**config.mk**
```make
export PLATFORM = sky130hd
export DESIGN_NAME = cr_logic_unit
export DESIGN_NICKNAME = d
export VERILOG_FILES = /design/src/rtl/crlu_pkg.sv /design/src/rtl/crlu_bit_pick.sv /design/src/rtl/crlu_logic_op.sv /design/src/rtl/crlu_field_move.sv /design/src/rtl/cr_logic_unit.sv
export SDC_FILE = /design/constraint.sdc
export NUM_CORES = 1
export LEC_CHECK = 0
export ABC_AREA = 1
export BUFFER_PORTS_ARGS = -buffer_cell sky130_fd_sc_hd__buf_4
export CAP_MARGIN = 30
export CORE_MARGIN = 2
export CORE_UTILIZATION = 55
export CTS_BUF_LIST = sky130_fd_sc_hd__clkbuf_4
export CTS_CLUSTER_DIAMETER = 100
export CTS_CLUSTER_SIZE = 14
export DETAILED_ROUTE_END_ITERATION = 10
export GPL_ROUTABILITY_DRIVEN = 1
export PLACE_DENSITY = 0.8
export SLEW_MARGIN = 40
export SYNTH_ARGS = -nofsm -noshare
export SYNTH_HDL_FRONTEND = slang
export SYNTH_HIERARCHICAL = 1
export SYNTH_SLANG_ARGS = --single-unit
```
**constraint.sdc**
```tcl
create_clock -name clk -period 2.3 [get_ports clk]
set_input_delay 0.115 -clock clk [delete_from_list [all_inputs] [get_ports clk]]
set_output_delay 0.115 -clock clk [all_outputs]
set_load 0.1 [all_outputs]
```
**src/rtl/crlu_pkg.sv**
```systemverilog
package crlu_pkg;

  localparam int OP_W = 4;

  typedef enum logic [OP_W-1:0] {
    OP_AND   = 4'd0,
    OP_NAND  = 4'd1,
    OP_OR    = 4'd2,
    OP_XOR   = 4'd3,
    OP_NOR   = 4'd4,
    OP_EQV   = 4'd5,
    OP_ANDC  = 4'd6,
    OP_ORC   = 4'd7,
    OP_FMOVE = 4'd8
  } cr_op_e;

  function automatic logic op_is_bitwise(logic [OP_W-1:0] op);
    return op <= OP_ORC;
  endfunction

  function automatic logic op_is_fmove(logic [OP_W-1:0] op);
    return op == OP_FMOVE;
  endfunction

endpackage

```
**src/rtl/crlu_bit_pick.sv**
```systemverilog
module crlu_bit_pick #(
  parameter int W     = 32,
  parameter int IDX_W = $clog2(W)
) (
  input  logic [W-1:0]     vec,
  input  logic [IDX_W-1:0] idx,
  output logic             bit_o
);

  logic [W-1:0] rev;

  // Mirror the vector so that index 0 lands on the most significant bit.
  for (genvar g = 0; g < W; g++) begin : g_rev
    assign rev[g] = vec[W-1-g];
  end

  assign bit_o = rev[idx];

endmodule

```
**src/rtl/crlu_logic_op.sv**
```systemverilog
module crlu_logic_op
  import crlu_pkg::*;
(
  input  logic [OP_W-1:0] op,
  input  logic            a,
  input  logic            b,
  output logic            res
);

  always_comb begin
    case (cr_op_e'(op))
      OP_AND:  res = a & b;
      OP_NAND: res = ~(a & b);
      OP_OR:   res = a | b;
      OP_XOR:  res = a ^ b;
      OP_NOR:  res = ~(a | b);
      OP_EQV:  res = ~(a ^ b);
      OP_ANDC: res = a & ~b;
      OP_ORC:  res = a | ~b;
      default: res = 1'b0;
    endcase
  end

endmodule

```
**src/rtl/crlu_field_move.sv**
```systemverilog
module crlu_field_move #(
  parameter int W      = 32,
  parameter int FLD_W  = 4,
  parameter int NFLD   = W / FLD_W,
  parameter int FIDX_W = $clog2(NFLD)
) (
  input  logic [W-1:0]      vec,
  input  logic [FIDX_W-1:0] src_fld,
  input  logic [FIDX_W-1:0] dst_fld,
  output logic [W-1:0]      moved
);

  logic [NFLD-1:0][FLD_W-1:0] fields;
  logic [FLD_W-1:0]           src_val;

  // fields[n] holds field n in MSB-first numbering.
  for (genvar g = 0; g < NFLD; g++) begin : g_split
    assign fields[g] = vec[W-1-FLD_W*g -: FLD_W];
  end

  assign src_val = fields[src_fld];

  for (genvar g = 0; g < NFLD; g++) begin : g_merge
    assign moved[W-1-FLD_W*g -: FLD_W] =
      (dst_fld == FIDX_W'(g)) ? src_val : fields[g];
  end

endmodule

```
**src/rtl/cr_logic_unit.sv**
```systemverilog
module cr_logic_unit
  import crlu_pkg::*;
#(
  parameter int CR_W   = 32,
  parameter int FLD_W  = 4,
  parameter int IDX_W  = $clog2(CR_W),
  parameter int FIDX_W = $clog2(CR_W / FLD_W)
) (
  input  logic              clk,
  input  logic              rst,
  input  logic              op_valid,
  input  logic [OP_W-1:0]   op_sel,
  input  logic [IDX_W-1:0]  tgt_bit,
  input  logic [IDX_W-1:0]  src_a_bit,
  input  logic [IDX_W-1:0]  src_b_bit,
  input  logic [FIDX_W-1:0] dst_fld,
  input  logic [FIDX_W-1:0] src_fld,
  input  logic              load_en,
  input  logic [CR_W-1:0]   load_data,
  output logic [CR_W-1:0]   cr_q
);

  localparam int NFLD = CR_W / FLD_W;

  logic            bit_a, bit_b, bit_res;
  logic [CR_W-1:0] bit_next, fld_next, cr_d;
  logic [CR_W-1:0] tgt_hit;

  crlu_bit_pick #(.W(CR_W), .IDX_W(IDX_W)) u_pick_a (
    .vec(cr_q), .idx(src_a_bit), .bit_o(bit_a)
  );

  crlu_bit_pick #(.W(CR_W), .IDX_W(IDX_W)) u_pick_b (
    .vec(cr_q), .idx(src_b_bit), .bit_o(bit_b)
  );

  crlu_logic_op u_op (
    .op(op_sel), .a(bit_a), .b(bit_b), .res(bit_res)
  );

  crlu_field_move #(.W(CR_W), .FLD_W(FLD_W), .NFLD(NFLD), .FIDX_W(FIDX_W)) u_fmove (
    .vec(cr_q), .src_fld(src_fld), .dst_fld(dst_fld), .moved(fld_next)
  );

  // One-hot target decode, MSB-first.
  for (genvar g = 0; g < CR_W; g++) begin : g_tgt
    assign tgt_hit[g]  = (tgt_bit == IDX_W'(CR_W-1-g));
    assign bit_next[g] = tgt_hit[g] ? bit_res : cr_q[g];
  end

  always_comb begin
    cr_d = cr_q;
    if (load_en)                              cr_d = load_data;
    else if (op_valid && op_is_bitwise(op_sel)) cr_d = bit_next;
    else if (op_valid && op_is_fmove(op_sel))   cr_d = fld_next;
  end

  always_ff @(posedge clk) begin
    if (rst) cr_q <= '0;
    else     cr_q <= cr_d;
  end

  AST_RESET_CLEAR: assert property (@(posedge clk) rst |=> cr_q == '0);

  AST_LOAD_WINS: assert property (@(posedge clk) disable iff (rst)
    load_en |=> cr_q == $past(load_data));

  AST_IDLE_HOLD: assert property (@(posedge clk) disable iff (rst)
    (!load_en && (!op_valid || op_sel > 4'd8)) |=> $stable(cr_q));

  AST_BIT_SINGLE: assert property (@(posedge clk) disable iff (rst)
    (!load_en && op_valid && op_sel <= 4'd7)
      |=> $countones(cr_q ^ $past(cr_q)) <= 1);

  AST_FIELD_CONFINED: assert property (@(posedge clk) disable iff (rst)
    (!load_en && op_valid && op_sel == 4'd8)
      |=> ((cr_q ^ $past(cr_q)) &
           ~($past({{(CR_W-FLD_W){1'b0}}, {FLD_W{1'b1}}} << (CR_W-FLD_W-FLD_W*dst_fld)))) == '0);

endmodule

```
After elaboration in Yosys (flattened, before gate mapping)
Cells that the tools add are included.
- bits of input ports: 61
- flip-flop bits (word level): 32
- muxes and demuxes: 50
- reductions and logical operators: 46
- order comparisons: 4
- equal/unequal tests: 78
- bitwise operators: 9
- operators by type and width (kind ; number):
    32-bit two-way mux ; 3
    3-bit != test (second input constant) ; 32
    3-bit AND reduction ; 32
    5-bit equality test (second input constant) ; 16
    5-bit by 4-bit equality test with 1-bit output (second input constant) ; 8
    4-bit two-way mux ; 9
    1-bit two-way mux ; 34
    3-bit nonzero test ; 9
    5-bit by 3-bit equality test with 1-bit output (second input constant) ; 4
    4-bit by 3-bit equality test with 1-bit output (second input constant) ; 4
    4-bit binary-select mux with 3-bit select ; 1
    3-bit equality test (second input constant) ; 4
    5-bit by 6-bit < comparator with 1-bit output (second input constant) ; 2
    1-bit binary-select mux with 5-bit select ; 2
    5-bit by 2-bit equality test with 1-bit output (second input constant) ; 2
    4-bit by 2-bit equality test with 1-bit output (second input constant) ; 2
    1-bit one-hot mux with 8 select lines ; 1
    3-bit by 2-bit equality test with 1-bit output (second input constant) ; 2
    5-bit by 1-bit equality test with 1-bit output (second input constant) ; 1
    5-bit logical NOT ; 1
    4-bit by 1-bit equality test with 1-bit output (second input constant) ; 1
    4-bit equality test (second input constant) ; 1
    4-bit by 3-bit <= comparator with 1-bit output (second input constant) ; 1
    4-bit logical NOT ; 1
    other kinds (8) ; 14

Depth between registers and ports, before layout
- depth after elaboration: 8
- mapped depth: 25
- gate-level depth less buffers: 22

Cells and area by module
Netlist, hierarchy kept.
- modules (own cells, without submodules) (module ; area each (um^2) ; instances ; cells each):
    cr_logic_unit ; 2695.1 ; 1 ; 508
    crlu_field_move ; 895.9 ; 1 ; 206
    crlu_bit_pick ; 375.4 ; 2 ; 78
    crlu_logic_op ; 178.9 ; 1 ; 33

Worst setup path before layout
Ideal clock, no wire load.
- path type: flip-flop to flip-flop
- start: reg cr_q[2]
- end: reg cr_q[0]
- clock period less this slack: 2.826 ns
- setup slack: -0.526 ns
- buffers on the path: 1
- arrival: 2.711 ns
- cell stages (with the launch flop): 23
- cell sequence: dfxtp_1 nand2_1 nand3_1 nand3_1 nand2_1 nand2_1 nand2_1 nand2_1 nand2_1 inv_1 ha_1 inv_1 nand3_1 nand2_1 nor2_1 nand2_1 nand2_2 buf_6 nand2_1 nand2_1 nand2_1 a21oi_1 nor2_1
- word-level cells in the longest chain between the ends: 8
- elaborated cells between the ends (all ways): 17
- those cells by class: 8 x mux; 9 x bitwise
- RTL lines (what ; RTL line ; text):
    start, declared ; cr_logic_unit.sv:20 ; output logic [CR_W-1:0] cr_q
    start signal, assigned ; cr_logic_unit.sv:60 ; else cr_q <= cr_d;
    1-bit binary-select mux with 5-bit select (*) ; crlu_bit_pick.sv:17 ; assign bit_o = rev[idx];
    1-bit two-way mux (implied by the code) (*) ; crlu_bit_pick.sv:17 ;
    named net bit_a ; cr_logic_unit.sv:25 ; logic bit_a, bit_b, bit_res;
    1-bit XOR (tied with other cells) ; crlu_logic_op.sv:15, crlu_logic_op.sv:17 ;
    1-bit NOT, on equally long branches ; crlu_logic_op.sv:17, crlu_logic_op.sv:13, crlu_logic_op.sv:16 ;
    1-bit one-hot mux with 8 select lines (*) ; crlu_logic_op.sv:11 ; case (cr_op_e'(op))
    named net bit_res ; cr_logic_unit.sv:25 ;
    1-bit two-way mux (*) ; cr_logic_unit.sv:48 ; assign bit_next[g] = tgt_hit[g] ? bit_res : cr_q[g];
    32-bit two-way mux (*) ; cr_logic_unit.sv:54 ; else if (op_valid && op_is_bitwise(op_sel)) cr_d = bit_next;
    32-bit two-way mux (*) ; cr_logic_unit.sv:53 ; if (load_en) cr_d = load_data;
The timed path passes the listed nets; every way through them passes the cells marked *. The select of a mux whose other input is x is not followed.
A chain may end at the register's enable or synchronous reset.

Worst setup path in the final report
- start: reg cr_q[12]
- end: reg cr_q[8]
- word-level cells in the longest chain between the ends: 8
- elaborated cells between the ends (all ways): 21
- those cells by class: 12 x mux; 9 x bitwise
- RTL lines (what ; RTL line ; text):
    1-bit binary-select mux with 5-bit select (*) ; crlu_bit_pick.sv:17 ;
    1-bit two-way mux (implied by the code) (*) ; crlu_bit_pick.sv:17 ;
    named net bit_b ; cr_logic_unit.sv:25 ;
    1-bit NOT (tied with other cells) ; crlu_logic_op.sv:18, crlu_logic_op.sv:19 ;
    1-bit bitwise OR (tied with other cells) ; crlu_logic_op.sv:19 ; OP_ORC: res = a | ~b;
    1-bit one-hot mux with 8 select lines (*) ; crlu_logic_op.sv:11 ;
    named net bit_res ; cr_logic_unit.sv:25 ;
    1-bit two-way mux (*) ; cr_logic_unit.sv:48 ;
    32-bit two-way mux (*) ; cr_logic_unit.sv:54 ;
    32-bit two-way mux (*) ; cr_logic_unit.sv:53 ;
Marks and branches as above.

==> results.md <==
- Worst-Skew Late Latency: 360 ps
- Vias in the first global route: 5093
- Chip height: 94.66 µm
- Yosys warns: 6
- Clock Pin Slew Worst Setup and Hold Paths: 130 ps
- Final Instance Area: 5794 µm²
- Pleak: 3.210 nW
- Cell Pwr Density: 475.5 nW/µm²
- Max Used Layer: met4
- Num CTS Buffers: 5
- Combinational Power Share: 0.574
- Rows: 33
- Met2 WL post-DR: 7034 µm
- Core footprint: 8093 µm²
- Final Hold Fails: 0
- Post-synth cell types: 21
- Finished Core Util: 0.7160
- Sw Share: 0.5125
- Tot Pwr: 0.002755 W
- Synth top area share: 0.3720
- Worst path arrival time: 2640 ps
- Reg2reg end: cr_q[8]
- Sequential power share: 0.258
- IO Count: 93
- Detail Route met3 WL: 2220 µm
- Vias: 6201
- Violated checks: setup timing
- Largest registers: cr_q x32
- Fillers: 763
- Chip width: 94.66 µm
- Internal: 0.001343 W
- WL final: 16760 µm
- Max-slew violations: 0
- Post-route met1 wirelength: 6908 µm
- Crit path to: cr_q[8]
- Largest net degree at the start of global routing: 65
- Yosys top cell by area: nand2_1
- Synth top area cells: nand2_1 37%, nand3_1 18%, dfxtp_1 14%
- P&R area growth vs syn: 28.18%
- Initial antenna violation count: 0
- Starting Density: 0.5586
- Placed cell area: 5424 µm²
- CTS Sinks: 32
- Antenna cells: 0
- Root Driver: clkbuf_4
- WP data required: 2550 ps
- Largest Register: cr_q
- Placer Congestion: 0.9691
- Max reg flops: 32
- R2R Setup Slk: -80 ps
- Switching power: 0.001412 W
- First-pass GRT wire length: 25120 µm
- WHS: 58.99 ps
- Total GRT Usage: 0.3566
- Layout Nets: 1064
- Worst r2r src: cr_q[12]
- Fin crit share: 1.037
- Slew margin rel.: 0.5821
- Worst Setup End Kind: flip-flop
- CTS tree: done
- Most common cell after layout, fill and taps aside: nand2_1
- Synth Cell Area: 4521 µm²
- Via-per-instance ratio: 5.612
- Hpwl dp: 11740 µm
- Critical path type: flip-flop to flip-flop
- Die area: 8961 µm²
- Power share of the clock group: 0.167
- RSZ-0062 raised after global routing: true
- Post-synthesis register bit count: 32
- Synth async-reset ratio: 0
- Startpoint Class: flip-flop
- EDFF count, synth: 0
- Syn_nets: 968
- Worst Setup SP: cr_q[12]
- Final setup fails: 24
- Minimum clock period: 2385 ps
- Worst-margin pin slew: 624.5 ps
- Drt drc: 0
- Max Freq: 419.3 MHz
- Hold/Removal Path Class: input port to flip-flop
- Dominant synthesized flop cell: dfxtp_1
- IO Port Bufs: 92
- Largest buffer count on any clock path: 2
- Drt first pass iters: 6
- WL/cell: 15.16 µm
- Clk_skew: 15.01 ps
- Htree depth: 2
- Final ANT Viol Nets: 0
- Mapped Avg Cell Area: 5.006 µm²
- Post-synthesis sequential area ratio: 0.1417
- Maximum fanout along the worst path: 8
- Layout cells sized above 1: 0.2760
- Setup WS post-layout: -84.69 ps
- VDD IR-drop max: 0.2486 mV
- DR iter-0 viols: 949
- Maxcap violations: 0
- Most frequent cells in the layout: 417 x nand2_1, 153 x nand3_1, 127 x buf_4
- Post-Syn Instances: 903
- Cells on worst reg2reg path: 22
- Final global-route overflow total: 0
- Status: finished with violations
-- cell type report --
class	count	area, µm²	share of cell area
clock inverter	3	37.54	0.006478
tap	105	131.4	0.02267
sequential	32	760.7	0.1313
timing repair buffer	133	1079	0.1861
multi-input combinational	728	3367	0.5811
clock buffer	5	37.54	0.006478
inverter	99	381.6	0.06586
-- cells in the mapped netlist (2+ instances only) --
library cell  count
a21oi_1          32
buf_12            2
buf_2            16
buf_4            11
buf_6            12
clkbuf_1          3
dfxtp_1          32
ha_1              4
inv_1            90
inv_2             7
inv_6             2
nand2_1         448
nand2_2          15
nand3_1         161
nand3_2           8
nand3b_1          2
nor2_1           40
nor2_2            8
nor3_1            8
-- timing repair --
item,CTS,global route
hold buffers,0,0
resized for setup,1,64
gates cloned,0,3
pin swaps,0,52
buffers inserted,0,2
setup endpoints to repair,1,32
-- layer usage --
layer  GRT usage  up-vias
met5           0        -
met4      0.1075        0
met3     0.07662       72
met2      0.5319      433
met1      0.5111     2711
li1            -     2985
-- critical path, cell delays in order (launching register included) --
cell and delay (ps):
dfxtp_4 410, nand2_1 60, nand3_1 70, nand3_1 80
nand2_1 100, nand2_1 60, nand2_1 60, nand2_1 60
nand2_2 70, inv_2 50, ha_4 260, inv_2 30
nand3_2 50, nand2_1 50, nor2_1 80, nand2_1 90
nand2_4 140, clkbuf_16 190, nand2_2 50, nand2_1 60
nand2_1 80, a21oi_2 120, nor2_1 50
-- metrics by stage --
step,worst slack (ps),std cells,TNS [ps]
after global placement,-16.96,1092,-85.40
final,-84.69,1105,-440.5
after CTS,0.6508,1100,0
after global routing,-219.1,1105,-5725
after floorplan,3.826,903,0
after detailed placement,-63.67,1092,-752.9
-- power by group through the flow --
stage | registers, W | clock network (W) | logic [W]
after global placement | 0.000716 | 0 | 0.00144
after detailed placement | 0.000715 | 0 | 0.00145
after CTS | 0.000702 | 0.000457 | 0.00146
after floorplan | 0.00108 | 0 | 0.000674
final | 0.000712 | 0.000460 | 0.00158
after global routing | 0.000713 | 0.000486 | 0.00170
-- cell families after synthesis --
family,count (synthesis),share of synthesized area
compound gates,32,0.03543
simple gates,692,0.6502
flops,32,0.1417
buf+inv,143,0.1616
fa+ha+maj,4,0.01107
-- worst min path at each step --
stage	start	to	slack [ps]	cells past startpoint
2_1_floorplan	rst	cr_q[2]	290	3
3_3_place_gp	load_data[19]	cr_q[19]	440	5
3_5_place_dp	load_data[19]	cr_q[19]	440	5
4_1_cts	load_data[19]	cr_q[19]	60	5
5_1_grt	load_data[19]	cr_q[19]	70	5
6_report	load_data[19]	cr_q[19]	60	5
(Power assumes the default switching activity.)
